File: src/rtl/rgen_pkg.sv
package rgen_pkg;

    // Control state of the reset generator
    typedef enum logic [1:0] {
        ST_HELD      = 2'd0,  // external request asserted
        ST_WAIT_LOCK = 2'd1,  // request clear, clock not locked
        ST_SETTLE    = 2'd2,  // locked, counting settle cycles
        ST_RUN       = 2'd3   // pin released
    } rg_state_e;

    // Commands from the controller to the settle counter
    typedef struct packed {
        logic clr;
        logic inc;
    } rg_cnt_cmd_t;

    localparam rg_cnt_cmd_t CMD_IDLE  = '{clr: 1'b0, inc: 1'b0};
    localparam rg_cnt_cmd_t CMD_CLEAR = '{clr: 1'b1, inc: 1'b0};
    localparam rg_cnt_cmd_t CMD_STEP  = '{clr: 1'b0, inc: 1'b1};

    function automatic logic pin_released(rg_state_e st);
        return (st == ST_RUN);
    endfunction

endpackage

File: src/rtl/rgen_req_sync.sv
module rgen_req_sync #(
    parameter int STAGES = 2
) (
    input  logic clk,
    input  logic rst,
    input  logic async_i,
    output logic sync_o
);
    logic [STAGES-1:0] chain_q;

    // Flops reset to 0 so the request counts as asserted until sampled
    generate
        for (genvar g = 0; g < STAGES; g++) begin : g_stage
            if (g == 0) begin : g_first
                always_ff @(posedge clk) begin
                    if (rst) chain_q[0] <= 1'b0;
                    else     chain_q[0] <= async_i;
                end
            end else begin : g_next
                always_ff @(posedge clk) begin
                    if (rst) chain_q[g] <= 1'b0;
                    else     chain_q[g] <= chain_q[g-1];
                end
            end
        end
    endgenerate

    assign sync_o = chain_q[STAGES-1];
endmodule

File: src/rtl/rgen_settle_cnt.sv
module rgen_settle_cnt
    import rgen_pkg::*;
#(
    parameter int LIMIT = 1024,
    localparam int CNT_W = $clog2(LIMIT + 1)
) (
    input  logic             clk,
    input  logic             rst,
    input  rg_cnt_cmd_t      cmd_i,
    output logic [CNT_W-1:0] cnt_o,
    output logic             last_o
);
    localparam logic [CNT_W-1:0] TOP  = CNT_W'(LIMIT);
    localparam logic [CNT_W-1:0] PREV = CNT_W'(LIMIT - 1);

    logic [CNT_W-1:0] cnt_q;
    logic             full;

    assign full = (cnt_q == TOP);

    always_ff @(posedge clk) begin
        if (rst || cmd_i.clr)           cnt_q <= '0;
        else if (cmd_i.inc && !full)    cnt_q <= cnt_q + 1'b1;
    end

    assign cnt_o  = cnt_q;
    assign last_o = (cnt_q == PREV);

    // reset leaves the counter at zero
    assert_reset_clears_R1: assert property (@(posedge clk)
        rst |=> (cnt_q == '0));

    // the counter never passes its limit
    assert_no_overflow_R9: assert property (@(posedge clk) disable iff (rst)
        cnt_q <= TOP);

    // a full counter stays full unless cleared
    assert_saturates_R9: assert property (@(posedge clk) disable iff (rst)
        (full && !cmd_i.clr) |=> (cnt_q == TOP));

    // a clear command empties the counter
    assert_clear_empties_R4: assert property (@(posedge clk) disable iff (rst)
        cmd_i.clr |=> (cnt_q == '0));
endmodule

File: src/rtl/rgen_ctrl.sv
module rgen_ctrl
    import rgen_pkg::*;
#(
    parameter int LIMIT = 1024,
    localparam int CNT_W = $clog2(LIMIT + 1)
) (
    input  logic             clk,
    input  logic             rst,
    input  logic             req_ok_i,   // synchronized request, 1 = no request
    input  logic             lock_i,
    input  logic [CNT_W-1:0] cnt_i,
    input  logic             last_i,
    output rg_cnt_cmd_t      cmd_o,
    output logic             release_o
);
    rg_state_e state_q, state_d;

    always_comb begin
        state_d = state_q;
        cmd_o   = CMD_IDLE;
        if (!req_ok_i) begin
            state_d = ST_HELD;
            cmd_o   = CMD_CLEAR;
        end else if (!lock_i) begin
            state_d = ST_WAIT_LOCK;
            cmd_o   = CMD_CLEAR;
        end else if (state_q == ST_RUN) begin
            state_d = ST_RUN;
        end else begin
            cmd_o   = CMD_STEP;
            state_d = last_i ? ST_RUN : ST_SETTLE;
        end
    end

    always_ff @(posedge clk) begin
        if (rst) state_q <= ST_WAIT_LOCK;
        else     state_q <= state_d;
    end

    assign release_o = pin_released(state_q);

    // reset holds the pin low
    assert_reset_drives_low_R1: assert property (@(posedge clk)
        rst |=> !release_o);

    // no lock means no release on the next edge
    assert_unlocked_held_R2: assert property (@(posedge clk) disable iff (rst)
        !lock_i |=> !release_o);

    // a synchronized request forces the held state
    assert_request_forces_R5: assert property (@(posedge clk) disable iff (rst)
        !req_ok_i |=> (state_q == ST_HELD));

    // release only follows a count that has reached LIMIT-1
    assert_release_after_count_R3: assert property (@(posedge clk) disable iff (rst)
        $rose(release_o) |-> ($past(cnt_i) == CNT_W'(LIMIT - 1)));

    // lock loss while released drops the release
    assert_lock_loss_drops_R10: assert property (@(posedge clk) disable iff (rst)
        (release_o && !lock_i) |=> (state_q == ST_WAIT_LOCK));
endmodule

File: src/rtl/rgen_lock_reset.sv
module rgen_lock_reset
    import rgen_pkg::*;
#(
    parameter int SETTLE_CYCLES = 1024,
    parameter int SYNC_STAGES   = 2,
    localparam int CNT_W = $clog2(SETTLE_CYCLES + 1)
) (
    input  logic clk,
    input  logic rst,
    input  logic lock_i,
    input  logic rst_req_n_i,
    output logic rst_od_n_o,
    output logic rst_pin_o,
    output logic rst_done_o
);
    logic             req_ok;
    logic [CNT_W-1:0] cnt;
    logic             cnt_last;
    rg_cnt_cmd_t      cmd;
    logic             released;

    rgen_req_sync #(.STAGES(SYNC_STAGES)) u_sync (
        .clk     (clk),
        .rst     (rst),
        .async_i (rst_req_n_i),
        .sync_o  (req_ok)
    );

    rgen_ctrl #(.LIMIT(SETTLE_CYCLES)) u_ctrl (
        .clk       (clk),
        .rst       (rst),
        .req_ok_i  (req_ok),
        .lock_i    (lock_i),
        .cnt_i     (cnt),
        .last_i    (cnt_last),
        .cmd_o     (cmd),
        .release_o (released)
    );

    rgen_settle_cnt #(.LIMIT(SETTLE_CYCLES)) u_cnt (
        .clk    (clk),
        .rst    (rst),
        .cmd_i  (cmd),
        .cnt_o  (cnt),
        .last_o (cnt_last)
    );

    // Open-drain model: drive low or float; the pull-up supplies the high level
    assign rst_od_n_o = released;
    assign rst_pin_o  = rst_od_n_o ? 1'b1 : 1'b0;
    assign rst_done_o = released;

    // the pin never reads high while the driver pulls it low
    assert_open_drain_R8: assert property (@(posedge clk) disable iff (rst)
        rst_pin_o |-> (rst_od_n_o && rst_done_o));
endmodule

File: config.mk
export PLATFORM = sky130hd
export DESIGN_NAME = rgen_lock_reset
export DESIGN_NICKNAME = d
export VERILOG_FILES = /design/src/rtl/rgen_pkg.sv /design/src/rtl/rgen_req_sync.sv /design/src/rtl/rgen_settle_cnt.sv /design/src/rtl/rgen_ctrl.sv /design/src/rtl/rgen_lock_reset.sv
export SDC_FILE = /design/constraint.sdc
export NUM_CORES = 1
export LEC_CHECK = 0
export BUFFER_PORTS_ARGS = -buffer_cell sky130_fd_sc_hd__buf_2
export CORE_MARGIN = 2
export CORE_UTILIZATION = 55
export CTS_BUF_LIST = sky130_fd_sc_hd__clkbuf_16
export DETAILED_ROUTE_END_ITERATION = 7
export MAX_ROUTING_LAYER = met4
export PLACE_DENSITY_LB_ADDON = 0.15
export SETUP_SLACK_MARGIN = 0.05
export SYNTH_ARGS = -nofsm -noshare
export SYNTH_HDL_FRONTEND = slang
export SYNTH_HIERARCHICAL = 1
export SYNTH_SLANG_ARGS = --single-unit
File: constraint.sdc
create_clock -name clk -period 1.75 [get_ports clk]
set_input_delay 0.2625 -clock clk [delete_from_list [all_inputs] [get_ports clk]]
set_output_delay 0.2625 -clock clk [all_outputs]
set_load 0.005 [all_outputs]
Word-level counts from Yosys, hierarchy flattened
Cells that the tools add are included.

Add/sub/neg operators: 1. Equal/unequal tests: 3. Muxes and demuxes: 8. Bitwise gates (word level): 2. Reduce and logical (&&, ||, !) cells: 4.

Operator list (count): adder 11 x 1 -> 11 bit, second input constant (1); equality test 11 x 10 -> 1 bit, second input constant (1); equality test 11 bit, second input constant (1); 2-to-1 mux 1 bit (6); 2-to-1 mux 2 bit (2); OR reduction 3 bit (1); equality test 2 bit, second input constant (1); NOT 1 bit (2); logical AND 1 bit (1); zero test 1 bit (1); logical OR 1 bit (1).

Register bits: 15. Input port bits: 4. Output and inout bits: 3.

Logic depth before layout (Yosys ltp)
Gate-level depths: netlist of the first run.

Depth in word-level cells: 5. Gate-level depth with buffers: 6. Depth with buffers taken out: 6.

Modules after synthesis
Netlist of the first run, hierarchy kept.

Modules (own cells, without submodules): rgen_settle_cnt (times used 1, cells an instance 76, area each 644.4 um^2, sequential area each 220.2 um^2); rgen_ctrl (times used 1, cells an instance 9, area each 81.3 um^2, sequential area each 40.0 um^2); rgen_req_sync (times used 1, cells an instance 4, area each 52.6 um^2, sequential area each 40.0 um^2); rgen_lock_reset (times used 1, cells an instance 2, area each 15.0 um^2, sequential area each 0.0 um^2).

Worst setup path before layout of the first run
No wires, ideal clock.

Path kind: reg2reg. From: register u_sync.chain_q[1], in the netlist u_sync/sync_o. To: register u_cnt.cnt_q[7], in the netlist u_cnt/cnt_o[7]. Library setup time: 0.070 ns. Arrival: 1.447 ns. Slack: 0.233 ns. Stages on the path, launching flop included: 7. Clock period less this slack: 1.517 ns. Cells stage by stage: dfxtp_1 nand2_1 nor2_1 buf_2 nand4_2 or3_2 a21oi_1.

RTL lines: start, declared (RTL line rgen_req_sync.sv:9) `logic [STAGES-1:0] chain_q;`; start signal, assigned by index (RTL line rgen_req_sync.sv:22) `else chain_q[g] <= chain_q[g-1];`; end signal, assigned (RTL line rgen_settle_cnt.sv:23) `else if (cmd_i.inc && !full) cnt_q <= cnt_q + 1'b1;`; end, declared (RTL line rgen_settle_cnt.sv:16) `logic [CNT_W-1:0] cnt_q;`.

Worst setup path after layout of the first run
From: register u_cnt.cnt_q[0], in the netlist u_cnt/cnt_o[0]. To: register u_cnt.cnt_q[8], in the netlist u_cnt/cnt_o[8].

Cells in the longest elaborated chain, start to end: 3. Elaborated cells on any way between the ends: 4. Classes of those cells: add/sub: 1; eq/ne: 1; reduce/logical: 2.

Ends and longest elaborated chain: branches (longest 3 deep; another with adder 11 x 1 -> 11 bit).

Several ways; the timed one is not identified. A chain may end at the register's enable or synchronous reset.

==> Flow_metrics.wiki, run 1 <==
{| class="wikitable"
! Metric !! Value
|-
| Antenna violations before repair || 0
|-
| Die Span Y || between 40 and 50 um
|-
| WL/cell || 15.33 um
|-
| Dominant combinational cell family by area after synthesis || simple AND/OR/NAND/NOR gates
|-
| Final Hold Fails || 0
|-
| Number of nets still failing antenna checks after routing || 0
|-
| Max-cap viol count || 0
|-
| Top cells by area, synth || dfxtp_1, nor4b_1, a21oi_1, nand2_1, ha_1
|-
| Area grow syn2layout || 16.56%
|-
| Total leakage power || 0.3246 nW
|-
| Syn_nets || between 90 and 100
|-
| Sequential fraction of the synthesis area || 37.85%
|-
| Overall power of the completed layout || around 0.00081 W
|-
| Clock latency at the later pin of the worst-skew pair || roughly 0.25 ns
|-
| Share of synthesized area spent on multiplexers || 1.262%
|-
| Max clock buf depth || 2
|-
| Crit path required time || approximately 1.9 ns
|-
| Cell taking the most area after synthesis || dfxtp_1
|-
| Final-stage net count || 106
|-
| Drc violations || 0
|-
| Power per standard cell area || between 800 and 900 mW/mm2
|-
| Initial drt markers || 19
|-
| Ratio of routed vias to standard cells || approximately 6.5
|-
| CTS Hold Bufs || 0
|-
| H-tree depth || 1
|-
| CTS tree || yes
|-
| CP endpoint kind || register
|-
| Fin. max-slew vios || 0
|-
| Top routing layer used || met4
|-
| Sort of element at the start of the critical path || register
|-
| Met2 routed WL || 831 um
|-
| DRT Wirelength || about 1700 um
|-
| Grt total ovfl || 0
|-
| Pin slew with the least headroom to its limit || about 0.62 ns
|-
| Accumulated negative setup slack || 0 ns
|-
| Routed vias || approximately 740
|-
| Final Skew || about 0.0022 ns
|-
| Launching point of the worst reg2reg path || u_cnt/cnt_o[0]
|-
| Post-Synth XOR/XNOR Area || under 10%
|-
| Share of the core filled with cells || a little over two thirds
|-
| Result of the run || completed
|-
| Basic-gate share of the synthesized area counting and, or, nand and nor cells || between 30% and 40%
|-
| Fmax achieved || ~630 MHz
|-
| Arrival time of the worst setup path || ~1.8 ns
|-
| Maximum net fanout on the critical path || 6
|-
| Count of clock tree sinks || 15
|-
| Number of placement rows || 13
|-
| Io pins || 7
|-
| Count of flip-flops with a built-in enable after synthesis || 0
|-
| Top-area cell type share of the netlist area || between 30% and 40%
|-
| Inserted Clock Buffers || 3
|-
| Chip Width || approximately 42 um
|-
| Synth async-reset ratio || 0%
|-
| Launch instance of the worst min-delay path || rst_req_n_i
|-
| Clock transition at the registers of the reported paths || 0.05 ns
|-
| Placed wire-length estimate after detailed placement || around 1200 um
|-
| Worst min path class || in2reg
|-
| Compound-Gate Fraction of Synth Area || between 15 and 20%
|-
| Number of distinct library cells after synthesis || 35
|-
| Number of global-route vias before repair || between 600 and 700
|-
| CP startpoint || u_cnt/cnt_o[0]
|-
| CTS Root Cell || clkbuf_16
|-
| Netlist area before placement || 793.3 um2
|-
| Most used DFF post-synth || dfxtp_1
|-
| Minimum period implied by the final worst setup slack || between 1.5 and 2 ns
|-
| Router iterations before antenna repair || 4
|-
| Type of the worst setup path || reg2reg
|-
| Number of synthesis warnings || 6
|-
| Overall die area || 0.001762 mm2
|-
| Number of storage elements in the synthesis netlist || 15
|-
| Post-synthesis cell count || 91
|-
| RSZ-0062 raised after global routing || false
|-
| GRT Total Usage || a little over a fifth
|-
| Pin count of the biggest net entering global routing || 12
|-
| Cell with the most instances after synthesis || dfxtp_1
|-
| Adder-cell share of the synthesized area || 3.155%
|-
| Maximum vdd ir drop || 0.0009508 V
|-
| Total setup violations reported at the end of the flow || 0
|-
| RD Place Congestion || 0.9134
|-
| Count of buffers from port buffering || 6
|-
| Routed length on met1 || 757 um
|-
| Diode count || 0
|-
| First-pass GRT wire length || about 2800 um
|-
| Slew margin rel. || between 50 and 60%
|-
| Most instantiated cells after synthesis || dfxtp_1, nand2_1, a21oi_1
|-
| Share of the clock period used by the worst path after layout || between 90% and 100%
|-
| Fraction of layout instances using a drive strength above 1 || about a fifth
|-
| Setup bufs post-CTS || 0
|-
| Met3 layer wire length in the routed design || a little over 100 um
|-
| Core area || approximately 0.0013 mm2
|-
| Initial Utilization || 60.21%
|-
| Mean post-synth cell area || just under 9 um2
|}
stage by stage:
| step | instance area (um2) | cells | hold slack, ns | setup WS (ns) |
|---|---|---|---|---|
| floorplan | 793.3 | 91 | 0.3341 | 0.2331 |
| global placement | 835.8 | 110 | 0.4238 | 0.1771 |
| detailed placement | 835.8 | 110 | 0.4277 | 0.1273 |
| CTS | 914.6 | 114 | 0.2493 | 0.06058 |
| global route | 924.6 | 114 | 0.2547 | 0.06821 |
| finish | 924.6 | 114 | 0.2498 | 0.1592 |
power breakdown:
| group | internal, W | switching, W |
|---|---|---|
| clock | 0.000302 | 0.000137 |
| sequential | 0.000346 | 0.00000134 |
| combinational | 0.00000859 | 0.0000115 |
timing repair:
| action | CTS | global route |
|---|---|---|
| endpoints found under the setup margin | 0 | 6 |
| endpoints found under the hold margin | 0 | 0 |
| gates resized for setup | 0 | 4 |
final timing paths:
check	to	slack, ns	cells after the start
min reg2reg	u_sync/sync_o	0.44	1
max reg2reg	u_cnt/cnt_o[8]	0.16	4
min	u_sync/chain_q[0]	0.25	2
max	u_cnt/cnt_o[8]	0.16	4
cell usage in the layout (no fill, tap or decap):
cell type / n
o31ai_1: 1
dfxtp_1: 15
or3_1: 4
ha_1: 1
ha_2: 1
o21ai_2: 1
a41oi_1: 1
nor4b_1: 4
nor2_4: 1
clkbuf_16: 3
a311o_1: 1
nand4_2: 2
or4b_1: 1
nor2_1: 4
nor4_1: 3
nand2b_1: 3
o2111ai_1: 1
nor2b_1: 3
inv_1: 4
o211ai_1: 2
buf_2: 6
xor2_1: 2
or2_2: 1
nand3_1: 4
or4_1: 2
or3_2: 1
buf_4: 3
o41ai_1: 1
nand4_1: 2
and2_4: 1
mux2i_1: 1
o21ai_0: 4
nand2_1: 7
nand3b_1: 1
a21oi_1: 6
o311ai_1: 1
layout make-up:
type | count | area [um2]
Multi-Input combinational cell | 68 | 462.9
Fill cell | 110 | 392.9
Sequential cell | 15 | 300.3
Clock buffer | 3 | 75.07
Timing Repair Buffer | 9 | 52.55
Tap cell | 15 | 18.77
Inverter | 3 | 11.26
Clock inverter | 1 | 3.754
sequential cells by signal, indices dropped and copies added (netlist names):
register and flops:
u_cnt/cnt_o 11, u_ctrl/state_q 2, u_sync/chain_q 1, u_sync/sync_o 1
cell families (layout without fill, tap and decap cells):
logic type / count (synthesis) / after routing
buf+inv: 8 / 16
flops: 15 / 15
compound gates: 19 / 19
simple gates: 44 / 44
fa+ha+maj: 2 / 2
xor+xnor: 2 / 2
mux: 1 / 1
per-layer routing:
metal | track usage, % | vias to the layer above
met5 | - | -
met2 | 33.44 | 20
met3 | 8.621 | 9
met1 | 24.60 | 349
met4 | 11.61 | 0
li1 | - | 359
critical path: stages (launching register included):
cell	delay, ns
dfxtp_1	0.44
ha_2	0.27
nand3_1	0.19
or4_1	0.46
a21oi_1	0.16
(Power assumes the default switching activity.)
==> run 2: changes to the inputs <==
CORE_UTILIZATION = 30   (was 55)
==> run 2 against run 1 <==
- final cell count increased by 14%
- highest routed layer unchanged
- hold slack got worse by 0.0073 ns
- fmax increased by 0.92%
- routed wire length decreased by 5.7%
- clock power increased by 1%
- clock-buffer cell count unchanged
- setup slack improved by 0.015 ns
- global-route usage decreased by 9.8 points
- critical path depth increased by 2
- sequential share of layout area decreased by 0.60 points
- clock skew increased by 0.0020 ns
- via count decreased by 5.8%
==> Flow_metrics.wiki, run 2 (synthesis gave the netlist of run 1 again) <==
{| class="wikitable"
! Metric !! Value
|-
| Result of the run || completed
|-
| Io pins || 7 (unchanged)
|-
| Final Skew || 0.004233 ns (+0.002030 ns)
|-
| Drc violations || 0 (unchanged)
|-
| Antenna violations before repair || 0 (unchanged)
|-
| First-pass GRT wire length || 2904 um (+3.4%)
|-
| Type of the worst setup path || reg2reg
|-
| Worst reg2reg setup slack || 0.17 ns (about the same)
|-
| Hold Path Cell Cnt || 2 (unchanged)
|-
| Core area || 0.002500 mm2 (+90%)
|-
| Minimum period implied by the final worst setup slack || 1.576 ns (-0.01457 ns)
|-
| Fin. max-slew vios || 0 (unchanged)
|-
| Launching point of the worst reg2reg path || u_ctrl/state_q[0]
|-
| CTS tree || yes
|-
| Count of filler cells inserted in the layout || 250 (+130%)
|-
| Overall die area || 0.003071 mm2 (+74%)
|-
| Count of clock tree sinks || 15 (unchanged)
|-
| Max clock buf depth || 2 (unchanged)
|-
| Placed wire-length estimate after detailed placement || 1179 um (-4.6%)
|-
| Maximum net fanout on the critical path || 9 (+3)
|-
| GRT Total Usage || 12.17% (-9.8 points)
|-
| Diode count || 0 (unchanged)
|-
| H-tree depth || 1 (unchanged)
|-
| DRT Wirelength || 1649 um (-5.7%)
|-
| Inserted Clock Buffers || 3 (unchanged)
|-
| CP endpoint kind || register
|-
| Arrival time of the worst setup path || 1.75 ns (-0.02 ns)
|-
| RR Endpoint || u_cnt/cnt_o[7]
|-
| Power per standard cell area || 862.0 mW/mm2 (-1.3%)
|-
| Post-cts gate resize count || 0 (unchanged)
|-
| RSZ-0062 raised after global routing || false
|-
| Clock latency at the later pin of the worst-skew pair || 0.25 ns (about the same)
|-
| Max-cap viol count || 0 (unchanged)
|-
| Maximum vdd ir drop || 0.0008040 V (-15%)
|-
| Total setup violations reported at the end of the flow || 0 (unchanged)
|-
| Accumulated negative setup slack || 0 ns (unchanged)
|-
| Chip Width || 55.42 um (+32%)
|-
| Number of nets still failing antenna checks after routing || 0 (unchanged)
|-
| Dpl cells || 126 (+15%)
|-
| Number of global-route vias before repair || 631 (-4.2%)
|-
| Count of buffers from port buffering || 6 (unchanged)
|-
| Pin slew with the least headroom to its limit || 0.5488 ns (-0.06662 ns)
|-
| Overall power of the completed layout || 0.0008122 W (+0.61%)
|-
| Area grow syn2layout || 18.77%
|-
| RD Place Congestion || 0.7421 (-19%)
|-
| Commonest non-fill, non-tap cell in the layout || dfxtp_1
|-
| WL/cell || 12.68 um (-17%)
|-
| Grt total ovfl || 0 (unchanged)
|-
| Final cell count without fillers || 130 (+14%)
|-
| Flip-flop count of the largest register after layout || 11 (unchanged)
|-
| Share of the clock period used by the worst path after layout || 90.07% (-0.83 points)
|-
| Final Hold Fails || 0 (unchanged)
|-
| Sort of element at the start of the critical path || register
|-
| Setup bufs post-CTS || 0 (unchanged)
|-
| Slew margin rel. || 62.90% (+4.5 points)
|-
| Ratio of routed vias to standard cells || 5.338 (-17%)
|-
| Routed vias || 694 (-5.8%)
|-
| Final-stage net count || 107 (+0.94%)
|-
| Clock transition at the registers of the reported paths || 0.05 ns (about the same)
|-
| Total leakage power || 0.3318 nW (+2.2%)
|-
| Die Span Y || 55.42 um (+32%)
|-
| Crit path required time || 1.93 ns (about the same)
|-
| Pin count of the biggest net entering global routing || 12 (unchanged)
|-
| Launch instance of the worst min-delay path || rst_req_n_i
|-
| Initial drt markers || 35 (+16)
|-
| CTS Hold Bufs || 0 (unchanged)
|-
| Fraction of layout instances using a drive strength above 1 || 20.00% (-0.20 points)
|-
| Initial Utilization || 31.73% (-28 points)
|-
| Worst-case reg-to-reg path depth || 6 (+2)
|-
| CTS Root Cell || clkbuf_16
|-
| Fmax achieved || 634.4 MHz (+0.92%)
|-
| Commonest cells after routing, fill and taps aside || dfxtp_1, nand2_1, buf_2, a21oi_1, nor2_1
|-
| Router iterations before antenna repair || 5 (+1)
|-
| Destination of the worst hold path || u_sync/chain_q[0]
|-
| Number of placement rows || 18 (+5)
|-
| Worst min path class || in2reg
|}
## run 2: changes by cell type in the layout (fill, tap and decap cells not counted)
cell	before	now
buf_4	3	4
clkinv_2	0	1
ha_1	1	2
ha_2	1	0
inv_1	4	3
nor2_1	4	5
nor2_4	1	0
o311ai_0	0	1
o311ai_1	1	0
## run 2: worst max-delay path by stage
| stage | from | endpoint | slack, ns | cells after the start |
|---|---|---|---|---|
| final | u_ctrl/state_q[0] | u_cnt/cnt_o[7] | 0.17 | 6 |
| after detailed placement | u_ctrl/state_q[0] | u_cnt/cnt_o[7] | 0.19 | 6 |
| after global placement | u_ctrl/state_q[0] | u_cnt/cnt_o[7] | 0.23 | 6 |
| after global routing | u_ctrl/state_q[0] | u_cnt/cnt_o[9] | 0.07 | 6 |
| after floorplan | u_sync/sync_o | u_cnt/cnt_o[7] | 0.23 | 6 |
| after CTS | u_ctrl/state_q[0] | u_cnt/cnt_o[7] | 0.18 | 6 |
## run 2: report_power, final
group / internal [W] / switching (W) / total, W
Combinational: 0.00000843 / 0.0000113 / 0.0000197
Sequential: 0.000346 / 0.00000131 / 0.000348
Clock: 0.000305 / 0.000140 / 0.000445
Total: 0.000660 / 0.000152 / 0.000812
## run 2: metrics by stage
| stage | hold slack, ns | util, % | worst slack, ns | instance area, um2 |
|---|---|---|---|---|
| floorplan | 0.3341 | - | 0.2331 | 793.3 |
| global placement | 0.4166 | 34.48 | 0.2328 | 862.1 |
| detailed placement | 0.4375 | 34.48 | 0.1909 | 862.1 |
| CTS | 0.2374 | 37.69 | 0.1841 | 942.2 |
| global route | 0.2638 | 37.69 | 0.07332 | 942.2 |
| finish | 0.2425 | 37.69 | 0.1738 | 942.2 |
## run 2: routing by layer
layer  GRT usage [%]  vias up  share of wire, %  wire length (um)
li1                -      358                 -                 -
met3           4.918        2               4.9                80
met1           16.83      319                51               840
met5               -        -                 0                 0
met4           4.530        0              0.61                10
met2           15.65       15                44               718
## run 2: final cells by class
cell class	count	area (um2)	share of cell area (%)
clock inverter	1	5.005	0.5312
tap	30	37.54	3.984
clock buffer	3	75.07	7.968
timing repair buffer	10	60.06	6.374
multi-input combinational	68	452.9	48.07
sequential	15	300.3	31.87
inverter	3	11.26	1.195
## run 2: worst max-delay path, cell delays in order (launching register included)
cell and delay [ns]:
dfxtp_1 0.29, and2_4 0.16, nor2_1 0.10, buf_4 0.17, nand4_2 0.20, or3_2 0.46, a21oi_1 0.14
